## src/rtl/apb_seq_pkg.sv

```systemverilog
package apb_seq_pkg;
   typedef enum logic [1:0] {
      ST_IDLE   = 2'd0,
      ST_SETUP  = 2'd1,
      ST_ACCESS = 2'd2
   } seq_state_e;
endpackage

```

## src/rtl/apb_seq_hold.sv

```systemverilog
module apb_seq_hold #(
   parameter int W = 8
) (
   input  logic         clk,
   input  logic         rst_n,
   input  logic         load,
   input  logic [W-1:0] d,
   output logic [W-1:0] q
);
   always_ff @(posedge clk or negedge rst_n) begin
      if (!rst_n)    q <= '0;
      else if (load) q <= d;
   end
endmodule

```

## src/rtl/apb_seq_ctrl.sv

```systemverilog
module apb_seq_ctrl
   import apb_seq_pkg::*;
#(
   parameter bit CHAIN_EN = 1'b1
) (
   input  logic       clk,
   input  logic       rst_n,
   input  logic       cmd_valid,
   input  logic       pready,
   output seq_state_e state,
   output logic       cmd_ready,
   output logic       take,
   output logic       done
);
   seq_state_e nxt;
   logic       chain_ok;

   generate
      if (CHAIN_EN) begin : g_chain
         assign chain_ok = 1'b1;
      end else begin : g_via_idle
         assign chain_ok = 1'b0;
      end
   endgenerate

   assign done = (state == ST_ACCESS) && pready;
   assign take = cmd_valid && cmd_ready;

   always_comb begin
      case (state)
         ST_IDLE:   cmd_ready = 1'b1;
         ST_ACCESS: cmd_ready = pready && chain_ok;
         default:   cmd_ready = 1'b0;
      endcase
   end

   always_comb begin
      nxt = state;
      case (state)
         ST_IDLE:   if (take) nxt = ST_SETUP;
         ST_SETUP:  nxt = ST_ACCESS;
         ST_ACCESS: if (pready) nxt = take ? ST_SETUP : ST_IDLE;
         default:   nxt = ST_IDLE;
      endcase
   end

   always_ff @(posedge clk or negedge rst_n) begin
      if (!rst_n) state <= ST_IDLE;
      else        state <= nxt;
   end
endmodule

```

## src/rtl/apb_xfer_seq.sv

```systemverilog
module apb_xfer_seq
   import apb_seq_pkg::*;
#(
   parameter int ADDR_W   = 32,
   parameter int DATA_W   = 32,
   parameter bit CHAIN_EN = 1'b1
) (
   input  logic              clk,
   input  logic              rst_n,
   input  logic              cmd_valid,
   output logic              cmd_ready,
   input  logic              cmd_write,
   input  logic [ADDR_W-1:0] cmd_addr,
   input  logic [DATA_W-1:0] cmd_wdata,
   output logic              rsp_done,
   output logic [DATA_W-1:0] rsp_rdata,
   output logic              rsp_err,
   output logic              psel,
   output logic              penable,
   output logic [ADDR_W-1:0] paddr,
   output logic              pwrite,
   output logic [DATA_W-1:0] pwdata,
   input  logic              pready,
   input  logic [DATA_W-1:0] prdata,
   input  logic              pslverr
);
   localparam int CMD_W = ADDR_W + DATA_W + 1;
   localparam int RSP_W = DATA_W + 1;

   generate
      if (ADDR_W < 1 || ADDR_W > 32) begin : g_bad_addr
         $error("apb_xfer_seq: ADDR_W must be 1..32");
      end
      if (DATA_W != 8 && DATA_W != 16 && DATA_W != 32) begin : g_bad_data
         $error("apb_xfer_seq: DATA_W must be 8, 16 or 32");
      end
   endgenerate

   seq_state_e       state;
   logic             take;
   logic             done;
   logic [CMD_W-1:0] cmd_q;
   logic [RSP_W-1:0] rsp_q;

   apb_seq_ctrl #(.CHAIN_EN(CHAIN_EN)) u_ctrl (
      .clk       (clk),
      .rst_n     (rst_n),
      .cmd_valid (cmd_valid),
      .pready    (pready),
      .state     (state),
      .cmd_ready (cmd_ready),
      .take      (take),
      .done      (done)
   );

   apb_seq_hold #(.W(CMD_W)) u_cmd (
      .clk   (clk),
      .rst_n (rst_n),
      .load  (take),
      .d     ({cmd_write, cmd_addr, cmd_wdata}),
      .q     (cmd_q)
   );

   apb_seq_hold #(.W(RSP_W)) u_rsp (
      .clk   (clk),
      .rst_n (rst_n),
      .load  (done),
      .d     ({pslverr, prdata}),
      .q     (rsp_q)
   );

   assign psel    = (state != ST_IDLE);
   assign penable = (state == ST_ACCESS);
   assign {pwrite, paddr, pwdata} = cmd_q;

   assign rsp_done  = done;
   assign rsp_rdata = done ? prdata  : rsp_q[DATA_W-1:0];
   assign rsp_err   = done ? pslverr : rsp_q[DATA_W];
endmodule

```

## config.mk

```make
export PLATFORM = sky130hd
export DESIGN_NAME = apb_xfer_seq
export DESIGN_NICKNAME = d
export VERILOG_FILES = /design/src/rtl/apb_seq_pkg.sv /design/src/rtl/apb_seq_hold.sv /design/src/rtl/apb_seq_ctrl.sv /design/src/rtl/apb_xfer_seq.sv
export SDC_FILE = /design/constraint.sdc
export NUM_CORES = 1
export LEC_CHECK = 0
export BUFFER_PORTS_ARGS = -buffer_cell sky130_fd_sc_hd__buf_4
export CAP_MARGIN = 20
export CORE_MARGIN = 5
export CORE_UTILIZATION = 39
export CTS_CLUSTER_SIZE = 25
export DETAILED_ROUTE_END_ITERATION = 10
export GPL_TIMING_DRIVEN = 0
export PLACE_DENSITY = 0.67
export SLEW_MARGIN = 20
export SYNTH_ARGS = -nofsm -noshare
export SYNTH_HDL_FRONTEND = slang
export SYNTH_HIERARCHICAL = 1
export SYNTH_SLANG_ARGS = --single-unit
```

## constraint.sdc

```tcl
create_clock -name clk -period 2.3 [get_ports clk]
set_input_delay 0.345 -clock clk [delete_from_list [all_inputs] [get_ports clk]]
set_output_delay 0.345 -clock clk [all_outputs]
set_load 0.02 [all_outputs]
```

Word-level counts from Yosys, hierarchy flattened. Index checks and enable logic that the tools add are counted.

Flip-flop bits (word level): 100. Word-level logic and storage cells: 19.

Mux-type cells: 7. Reduce and logical (&&, ||, !) cells: 5. Eq/ne operators: 4.

Operator list (count): 32-bit 2-to-1 mux (1); 2-bit case mux with 3 select lines (1); 2-bit 2-to-1 mux (2); 2-bit by 1-bit != test with 1-bit output (second input constant) (2); 2-bit by 1-bit == test with 1-bit output (second input constant) (1); 2-bit == test (second input constant) (1); 1-bit logical AND (2); 2-bit zero test (1); 1-bit 2-to-1 mux (2); 1-bit case mux with 2 select lines (1); 2-bit AND reduction (1); 2-bit nonzero test (1).

Logic depth before layout (Yosys ltp). Gate-level depths: netlist of the first run.

Word-level depth: 6. Mapped depth: 5. Mapped depth without buffers: 3.

Hierarchy. The synthesis of the first run kept the hierarchy.

By module, submodules not included: apb_seq_hold (u_cmd) (instances 1, cells an instance 137, area an instance 2618.8 um^2, seq. area each 1626.6 um^2); apb_seq_hold (u_rsp) (instances 1, cells an instance 70, area an instance 1381.3 um^2, seq. area each 825.8 um^2); apb_xfer_seq (instances 1, cells an instance 39, area an instance 568.0 um^2, seq. area each 0.0 um^2); apb_seq_ctrl (instances 1, cells an instance 10, area an instance 103.8 um^2, seq. area each 50.0 um^2).

Least setup slack after synthesis of the first run. OpenSTA, ideal clock, no wires.

Path type: register -> output. Start: reg u_ctrl.state[0]. End: out rsp_rdata[0]. Data required time: 1955 ps. Arrival time: 1902 ps. Setup slack: 53 ps. Cell stages (with the launch flop): 5. Path through: dfrtp_1 > nor3b_1 > buf_6 > buf_12 > mux2_4.

Cells in the longest elaborated chain, start to end: 3.

RTL lines: from (decl) (line apb_seq_ctrl.sv:10) `output seq_state_e state,`; from (signal assigned) (line apb_seq_ctrl.sv:49) `else state <= nxt;`; 2-bit == test (line apb_seq_ctrl.sv:26) `assign done = (state == ST_ACCESS) && pready;`; 1-bit logical AND (line apb_seq_ctrl.sv:26); net rsp_done (line apb_xfer_seq.sv:15) `output logic rsp_done,`; 32-bit 2-to-1 mux (line apb_xfer_seq.sv:77) `assign rsp_rdata = done ? prdata : rsp_q[DATA_W-1:0];`; to (decl) (line apb_xfer_seq.sv:16) `output logic [DATA_W-1:0] rsp_rdata,`.

The timed path passes the listed nets, and every way through them passes these cells.

Worst setup path after layout of the first run.
Start: reg u_ctrl.state[0]. End: out rsp_rdata[13].

Cells in the longest elaborated chain, start to end: 3.

RTL lines (line): 2-bit == test (apb_seq_ctrl.sv:26); 1-bit logical AND (apb_seq_ctrl.sv:26); 32-bit 2-to-1 mux (apb_xfer_seq.sv:77).

No other way between the ends.

==> impl_metrics.env, run 1 <==
export IMPL_seq_power_share=0.345
export IMPL_clockBufferDepth=2
export IMPL_clockPowerShare=0.214
export IMPL_use_met2=0.224
export IMPL_postRouteWirelength_um=10500
export IMPL_hold_class="in2async"
export IMPL_ys_ff_latch=100
export IMPL_synthCells=256
export IMPL_crit_required_ns=1.96
export IMPL_grt_util_met1=0.198
export IMPL_finClkSkew_ns=0.00709
export IMPL_p_sw_frac=0.312
export IMPL_r2r_cells=4
export IMPL_finalHoldViolCount=0
export IMPL_place_congestion=0.727
export IMPL_combPwrFrac=0.442
export IMPL_antennaDiodeCount=0
export IMPL_clk_pin_slew_ns=0.07
export IMPL_grt_pass1_vias=3127
export IMPL_grt_total_usage=0.147
export IMPL_cts_buffers=9
export IMPL_fin_crit_ns=2.22
export IMPL_grt_overflow_total=0
export IMPL_syn_area_sq_um=4670
export IMPL_crit_arrival_ns=1.88
export IMPL_power_internal_mw=5.24
export IMPL_h_tree_depth=3
export IMPL_ios=204
export IMPL_finalCritPeriodShare=0.965
export IMPL_cts_root_buf="clkbuf_16"
export IMPL_status="finished clean"
export IMPL_ys_warnings_count=6
export IMPL_port_buffers=203
export IMPL_grt_use_met3=0.0456
export IMPL_switchingPower_mw=2.38
export IMPL_start_kind="flop"
export IMPL_areaGrowthSynthToFinish_pct=44.2
export IMPL_final_cell_mix="204 x buf_4, 111 x mux2_4, 98 x dfrtp_1"
export IMPL_num_rows=40
export IMPL_rsz0062_at_grt="no"
export IMPL_drive_above_1_share=0.778
export IMPL_setup_viol=0
export IMPL_die_y_um=119
export IMPL_synth_top_cells_by_area="dfrtp_1 54%, mux2_4 36%, mux2_2 5.1%, buf_12 2.6%, buf_6 1.9%"
export IMPL_cts_tree="done"
export IMPL_wl_per_cell_um=16.9
export IMPL_rrSetupSlack_ns=0.65
export IMPL_core_area_sq_um=11900
export IMPL_path_max_fanout=10
export IMPL_slew_viol_final=0
export IMPL_cts_sinks=100
export IMPL_cp_end_kind="output pin"
export IMPL_dr_pass1_iters=4
export IMPL_drc=0
export IMPL_start_util=0.394
export IMPL_fmax_mhz=450
export IMPL_postRouteAntennaNets=0
export IMPL_max_cap_violations=0
export IMPL_grt_pass1_wl_um=16800
export IMPL_r2r_end="u_cmd/q[54]$_DFFE_PN0P_"
export IMPL_synth_top_area_share=0.536
export IMPL_seq_area_frac_synth=0.536
export IMPL_synth_net_count=358
export IMPL_mostFrequentLayoutCell="buf_4"
export IMPL_path_class="reg2out"
export IMPL_yosysTopAreaCell="dfrtp_1"
export IMPL_antenna_found_initial=0
export IMPL_setup_tns_ns=0
export IMPL_drt_iter0_markers=141
export IMPL_nNetsFinal=574
export IMPL_vias=2882
export IMPL_power_density_nw_per_um2=1130
export IMPL_avgSynthCellArea_sq_um=18.2
export IMPL_ctsHoldBuffers=0
export IMPL_postLayoutSetupSlackWorst_ns=0.0798
export IMPL_yosys_cell_types_count=13
export IMPL_r2r_start="u_ctrl/state[1]$_DFFE_PN0P_"
export IMPL_dp_hpwl_um=7840
export IMPL_insertion_delay_ns=0.34
export IMPL_die_w_um=119
export IMPL_max_slew_margin_rel=0.398
export IMPL_via_per_inst=4.62
export IMPL_worst_pin_slew_ns=0.903
export IMPL_grt_busiest_layer="met2"
export IMPL_grt_max_degree=101
export IMPL_die_area_sq_um=14300
export IMPL_p_leak_nw=3.34
export IMPL_dp_slack_ns=0.116
export IMPL_ir_drop_uv=432
## per-layer routing
layer | share of wire | vias up
li1 | - | 1336
met5 | 0 | -
met1 | 0.44 | 1413
met3 | 0.081 | 10
met4 | 0.015 | 0
met2 | 0.46 | 123
## kinds of logic (layout without fill, tap and decap cells)
family,count (synthesis),count (layout),share of synthesized area
buf+inv,17,238,0.0477
mux,132,132,0.407
compound gates,3,3,0.00428
simple gates,4,4,0.00509
flops,100,100,0.536
## how the worst max path moves through the flow
stage                                startpoint  slack, ns       endpoint
floorplan           u_ctrl/state[0]$_DFFE_PN0P_       0.05   rsp_rdata[0]
global placement                         pready       0.16  rsp_rdata[26]
detailed placement                       pready       0.12  rsp_rdata[26]
CTS                 u_ctrl/state[1]$_DFFE_PN0P_       0.01  rsp_rdata[26]
global route        u_ctrl/state[0]$_DFFE_PN0P_       0.02  rsp_rdata[20]
finish              u_ctrl/state[0]$_DFFE_PN0P_       0.08  rsp_rdata[13]
## Yosys cell counts (all sizes together)
cell type / instances
nor3b: 1
dfrtp: 100
nor2: 1
inv: 2
or2: 1
a211oi: 2
buf: 15
nor2b: 1
mux2: 132
a21oi: 1
## final cells by class
class                           count  area, sq um
Timing Repair Buffer              205         1540
Inverter                            2         7.51
Clock buffer                       11          243
Sequential cell                   100         2500
Clock inverter                      5         82.6
Multi-Input combinational cell    139         1960
Buffer                             15          215
Fill cell                         948         5120
Tap cell                          147          184
## critical path: stages, from the launching register on
cell	delay, ns
dfrtp_2	0.47
nor3b_4	0.26
buf_6	0.19
buf_12	0.15
mux2_4	0.30
buf_4	0.16
## sequential cells by signal (all words and copies together), names as in the netlist
name,cells
u_rsp/q,33
u_ctrl/state,2
u_cmd/q,65
## power by group through the flow
stage	sequential (mW)	combinational [mW]	clock, mW
4_1_cts	2.63	3.40	1.69
2_1_floorplan	2.94	1.80	0
3_3_place_gp	2.62	3.36	0
5_1_grt	2.71	3.54	1.76
6_report	2.63	3.36	1.63
3_5_place_dp	2.65	3.39	0
## through the flow
stage / std cells / util / area, sq um / hold slack [ns] / power (mW)
after global placement: 606 / 0.538 / 6380 / 0.488 / 5.98
after global routing: 624 / 0.568 / 6740 / 0.201 / 8.01
after CTS: 622 / 0.567 / 6720 / 0.141 / 7.72
final: 624 / 0.568 / 6740 / 0.102 / 7.62
after floorplan: 256 / - / 4670 / 0.0494 / 4.74
after detailed placement: 606 / 0.538 / 6380 / 0.495 / 6.04
## repair_timing
| item | in CTS | in global routing |
|---|---|---|
| resized for setup | 2 | 2 |
| buffers inserted | 0 | 2 |
| setup endpoints to repair | 33 | 30 |
| cloned | 0 | 0 |
| pin swaps | 1 | 1 |
Note: power is estimated with default switching activity, not from simulation.
==> run 2: changes to the inputs <==
--- a/config.mk
+++ b/config.mk
@@ -5,6 +5,7 @@
 export SDC_FILE = /design/constraint.sdc
 export NUM_CORES = 1
 export LEC_CHECK = 0
+export ABC_AREA = 1
 export BUFFER_PORTS_ARGS = -buffer_cell sky130_fd_sc_hd__buf_4
 export CAP_MARGIN = 20
 export CORE_MARGIN = 5
@@ -12,7 +13,7 @@
 export CTS_CLUSTER_SIZE = 25
 export DETAILED_ROUTE_END_ITERATION = 10
 export GPL_TIMING_DRIVEN = 0
-export PLACE_DENSITY = 0.67
+export PLACE_DENSITY = 0.68
 export SLEW_MARGIN = 20
 export SYNTH_ARGS = -nofsm -noshare
 export SYNTH_HDL_FRONTEND = slang
==> run 2 against run 1 <==
Against the previous run: synthesized cell count rose by 110%; total power fell by 5.0%; sequential power barely moved; cell count rose by 44%; largest power group unchanged; highest routed layer unchanged; largest cell class unchanged.
==> impl_metrics.env, run 2 <==
export IMPL_cts_buffers=9
export IMPL_hold_class="in2async"
export IMPL_cts_tree="done"
export IMPL_fmax_mhz=467
export IMPL_worst_pin_slew_ns=0.942
export IMPL_core_area_sq_um=10900
export IMPL_drt_iter0_markers=205
export IMPL_synthSimpleGateAreaFrac=0.360
export IMPL_num_rows=38
export IMPL_grt_max_degree=101
export IMPL_yosys_cell_count_top_type="nand2_1"
export IMPL_synth_compound_area_share=0
export IMPL_place_congestion=0.788
export IMPL_dp_hpwl_um=9340
export IMPL_yosys_cell_types_count=14
export IMPL_insertion_delay_ns=0.33
export IMPL_finalCritPeriodShare=0.931
export IMPL_clockBufferDepth=2
export IMPL_crit_required_ns=1.96
export IMPL_finClkSkew_ns=0.00513
export IMPL_slew_viol_final=0
export IMPL_path_class="reg2out"
export IMPL_grt_total_usage=0.184
export IMPL_cts_sinks=100
export IMPL_ir_drop_uv=599
export IMPL_mostFrequentLayoutCell="nand2_1"
export IMPL_drive_above_1_share=0.355
export IMPL_die_y_um=116
export IMPL_max_slew_margin_rel=0.372
export IMPL_synth_mux_area_frac=0
export IMPL_antennaDiodeCount=0
export IMPL_vias=3956
export IMPL_cp_end_kind="output pin"
export IMPL_place_inst=883
export IMPL_cp_num_buf_inv=4
export IMPL_largest_register="u_cmd/q"
export IMPL_finalNonFillerCells=897
export IMPL_largest_reg_flops=65
export IMPL_antenna_found_initial=0
export IMPL_cts_root_buf="clkbuf_16"
export IMPL_grt_pass1_vias=4006
export IMPL_synth_top_area_share=0.571
export IMPL_ctsResizeCount=0
export IMPL_crit_path_cell_trace="inv_1 > nor3_2 > buf_6 > buf_4 > nand2_1 > nand2_1 > buf_4"
export IMPL_ys_ff_latch=100
export IMPL_start_kind="flop"
export IMPL_synthAdderAreaFrac=0
export IMPL_crit_slowest_cell="dfrtp_1"
export IMPL_postRouteAntennaNets=0
export IMPL_synth_top_family_by_area="simple AND/OR/NAND/NOR gates"
export IMPL_grt_overflow_total=0
export IMPL_syn_area_sq_um=4380
export IMPL_path_max_fanout=10
export IMPL_postRouteWirelength_um=12300
export IMPL_synth_xor_area_share=0
export IMPL_wl_per_cell_um=13.7
export IMPL_h_tree_depth=3
export IMPL_die_area_sq_um=13400
export IMPL_fin_util=0.584
export IMPL_power_density_nw_per_um2=1130
export IMPL_port_buffers=203
export IMPL_grt_pass1_wl_um=19400
export IMPL_synthArstFlopShare=1.00
export IMPL_ios=204
export IMPL_via_per_inst=4.41
export IMPL_max_cap_violations=0
export IMPL_final_cell_mix="376 x nand2_1, 209 x buf_4, 100 x dfrtp_1"
export IMPL_yosysTopAreaCell="dfrtp_1"
export IMPL_nNetsFinal=856
export IMPL_p_leak_nw=3.71
export IMPL_status="finished clean"
export IMPL_rsz0062_at_grt="no"
export IMPL_start_util=0.400
export IMPL_finalHoldViolCount=0
export IMPL_reg_largest_list="u_cmd/q: 65 flops, u_rsp/q: 33 flops, u_ctrl/state: 2 flops"
export IMPL_yosys_top_cells_count="376 x nand2_1, 100 x dfrtp_1, 21 x nand2_2"
export IMPL_crit_arrival_ns=1.80
export IMPL_die_w_um=116
export IMPL_ctsHoldBuffers=0
export IMPL_seq_area_frac_synth=0.571
export IMPL_synth_edff_count=0
export IMPL_clk_pin_slew_ns=0.06
export IMPL_avgSynthCellArea_sq_um=8.11
export IMPL_areaGrowthSynthToFinish_pct=45.9
export IMPL_synth_flop_cell="dfrtp_1"
export IMPL_cts_setup_buffers=0
export IMPL_drc=0
export IMPL_slowest_delay_ns=0.40
export IMPL_ys_warnings_count=6
export IMPL_fin_crit_ns=2.14
export IMPL_setup_tns_ns=0
export IMPL_setup_viol=0
export IMPL_synth_net_count=642
export IMPL_cp_top_family="buffers and inverters"
export IMPL_synthCells=540
export IMPL_dr_pass1_iters=4
export IMPL_power_mw=7.23
export IMPL_synth_top_cells_by_area="dfrtp_1 57%, nand2_1 32%, buf_6 3.1%, nand2_2 3.0%, buf_4 1.2%"
[run 2: report_power, final]
part	switching (mW)	internal [mW]
Sequential	0.339	2.32
Combinational	1.72	1.28
Clock	0.599	0.972
Total	2.66	4.58
[run 2: area by class of cell]
cell class	count	area, sq um
Buffer	28	253
Clock buffer	12	246
Clock inverter	2	60.1
Fill cell	1014	4550
Inverter	9	48.8
Multi-Input combinational cell	403	1580
Sequential cell	100	2500
Tap cell	140	175
Timing Repair Buffer	203	1530
[run 2: final timing paths]
check,to,slack (ns),startpoint,cells after the start
min in group clk,u_cmd/q[29]$_DFFE_PN0P_,0.21,cmd_wdata[29],3
setup reg to reg,u_cmd/q[60]$_DFFE_PN0P_,0.86,u_ctrl/state[0]$_DFFE_PN0P_,8
setup / recovery,rsp_rdata[20],0.16,u_ctrl/state[1]$_DFFE_PN0P_,7
max in group asynchronous,u_cmd/q[27]$_DFFE_PN0P_,1.54,rst_n,1
hold / removal,u_rsp/q[27]$_DFFE_PN0P_,0.06,rst_n,1
hold reg to reg,u_cmd/q[15]$_DFFE_PN0P_,0.47,u_cmd/q[15]$_DFFE_PN0P_,2
[run 2: per-stage QoR]
| step | hold slack, ns | setup WS, ns | instance area (sq um) |
|---|---|---|---|
| 2_1_floorplan | 0.0494 | 0.520 | 4380 |
| 3_3_place_gp | 0.454 | 0.552 | 6080 |
| 3_5_place_dp | 0.459 | 0.506 | 6080 |
| 4_1_cts | 0.156 | 0.136 | 6390 |
| 5_1_grt | 0.195 | 0.0111 | 6390 |
| 6_report | 0.0642 | 0.158 | 6390 |
[run 2: logic make-up (layout without fill, tap and decap cells)]
| family | after synthesis | in the layout |
|---|---|---|
| DFF | 100 | 100 |
| and+or+nand+nor | 403 | 403 |
| buffers and inverters | 37 | 254 |
[run 2: metal layers]
| layer | GRT usage | wire [um] | up-vias |
|---|---|---|---|
| met3 | 0.0778 | 1460 | 13 |
| met5 | 0 | 0 | - |
| met4 | 0.0673 | 207 | 0 |
| met2 | 0.298 | 5680 | 157 |
| li1 | - | - | 2033 |
| met1 | 0.220 | 4930 | 1753 |
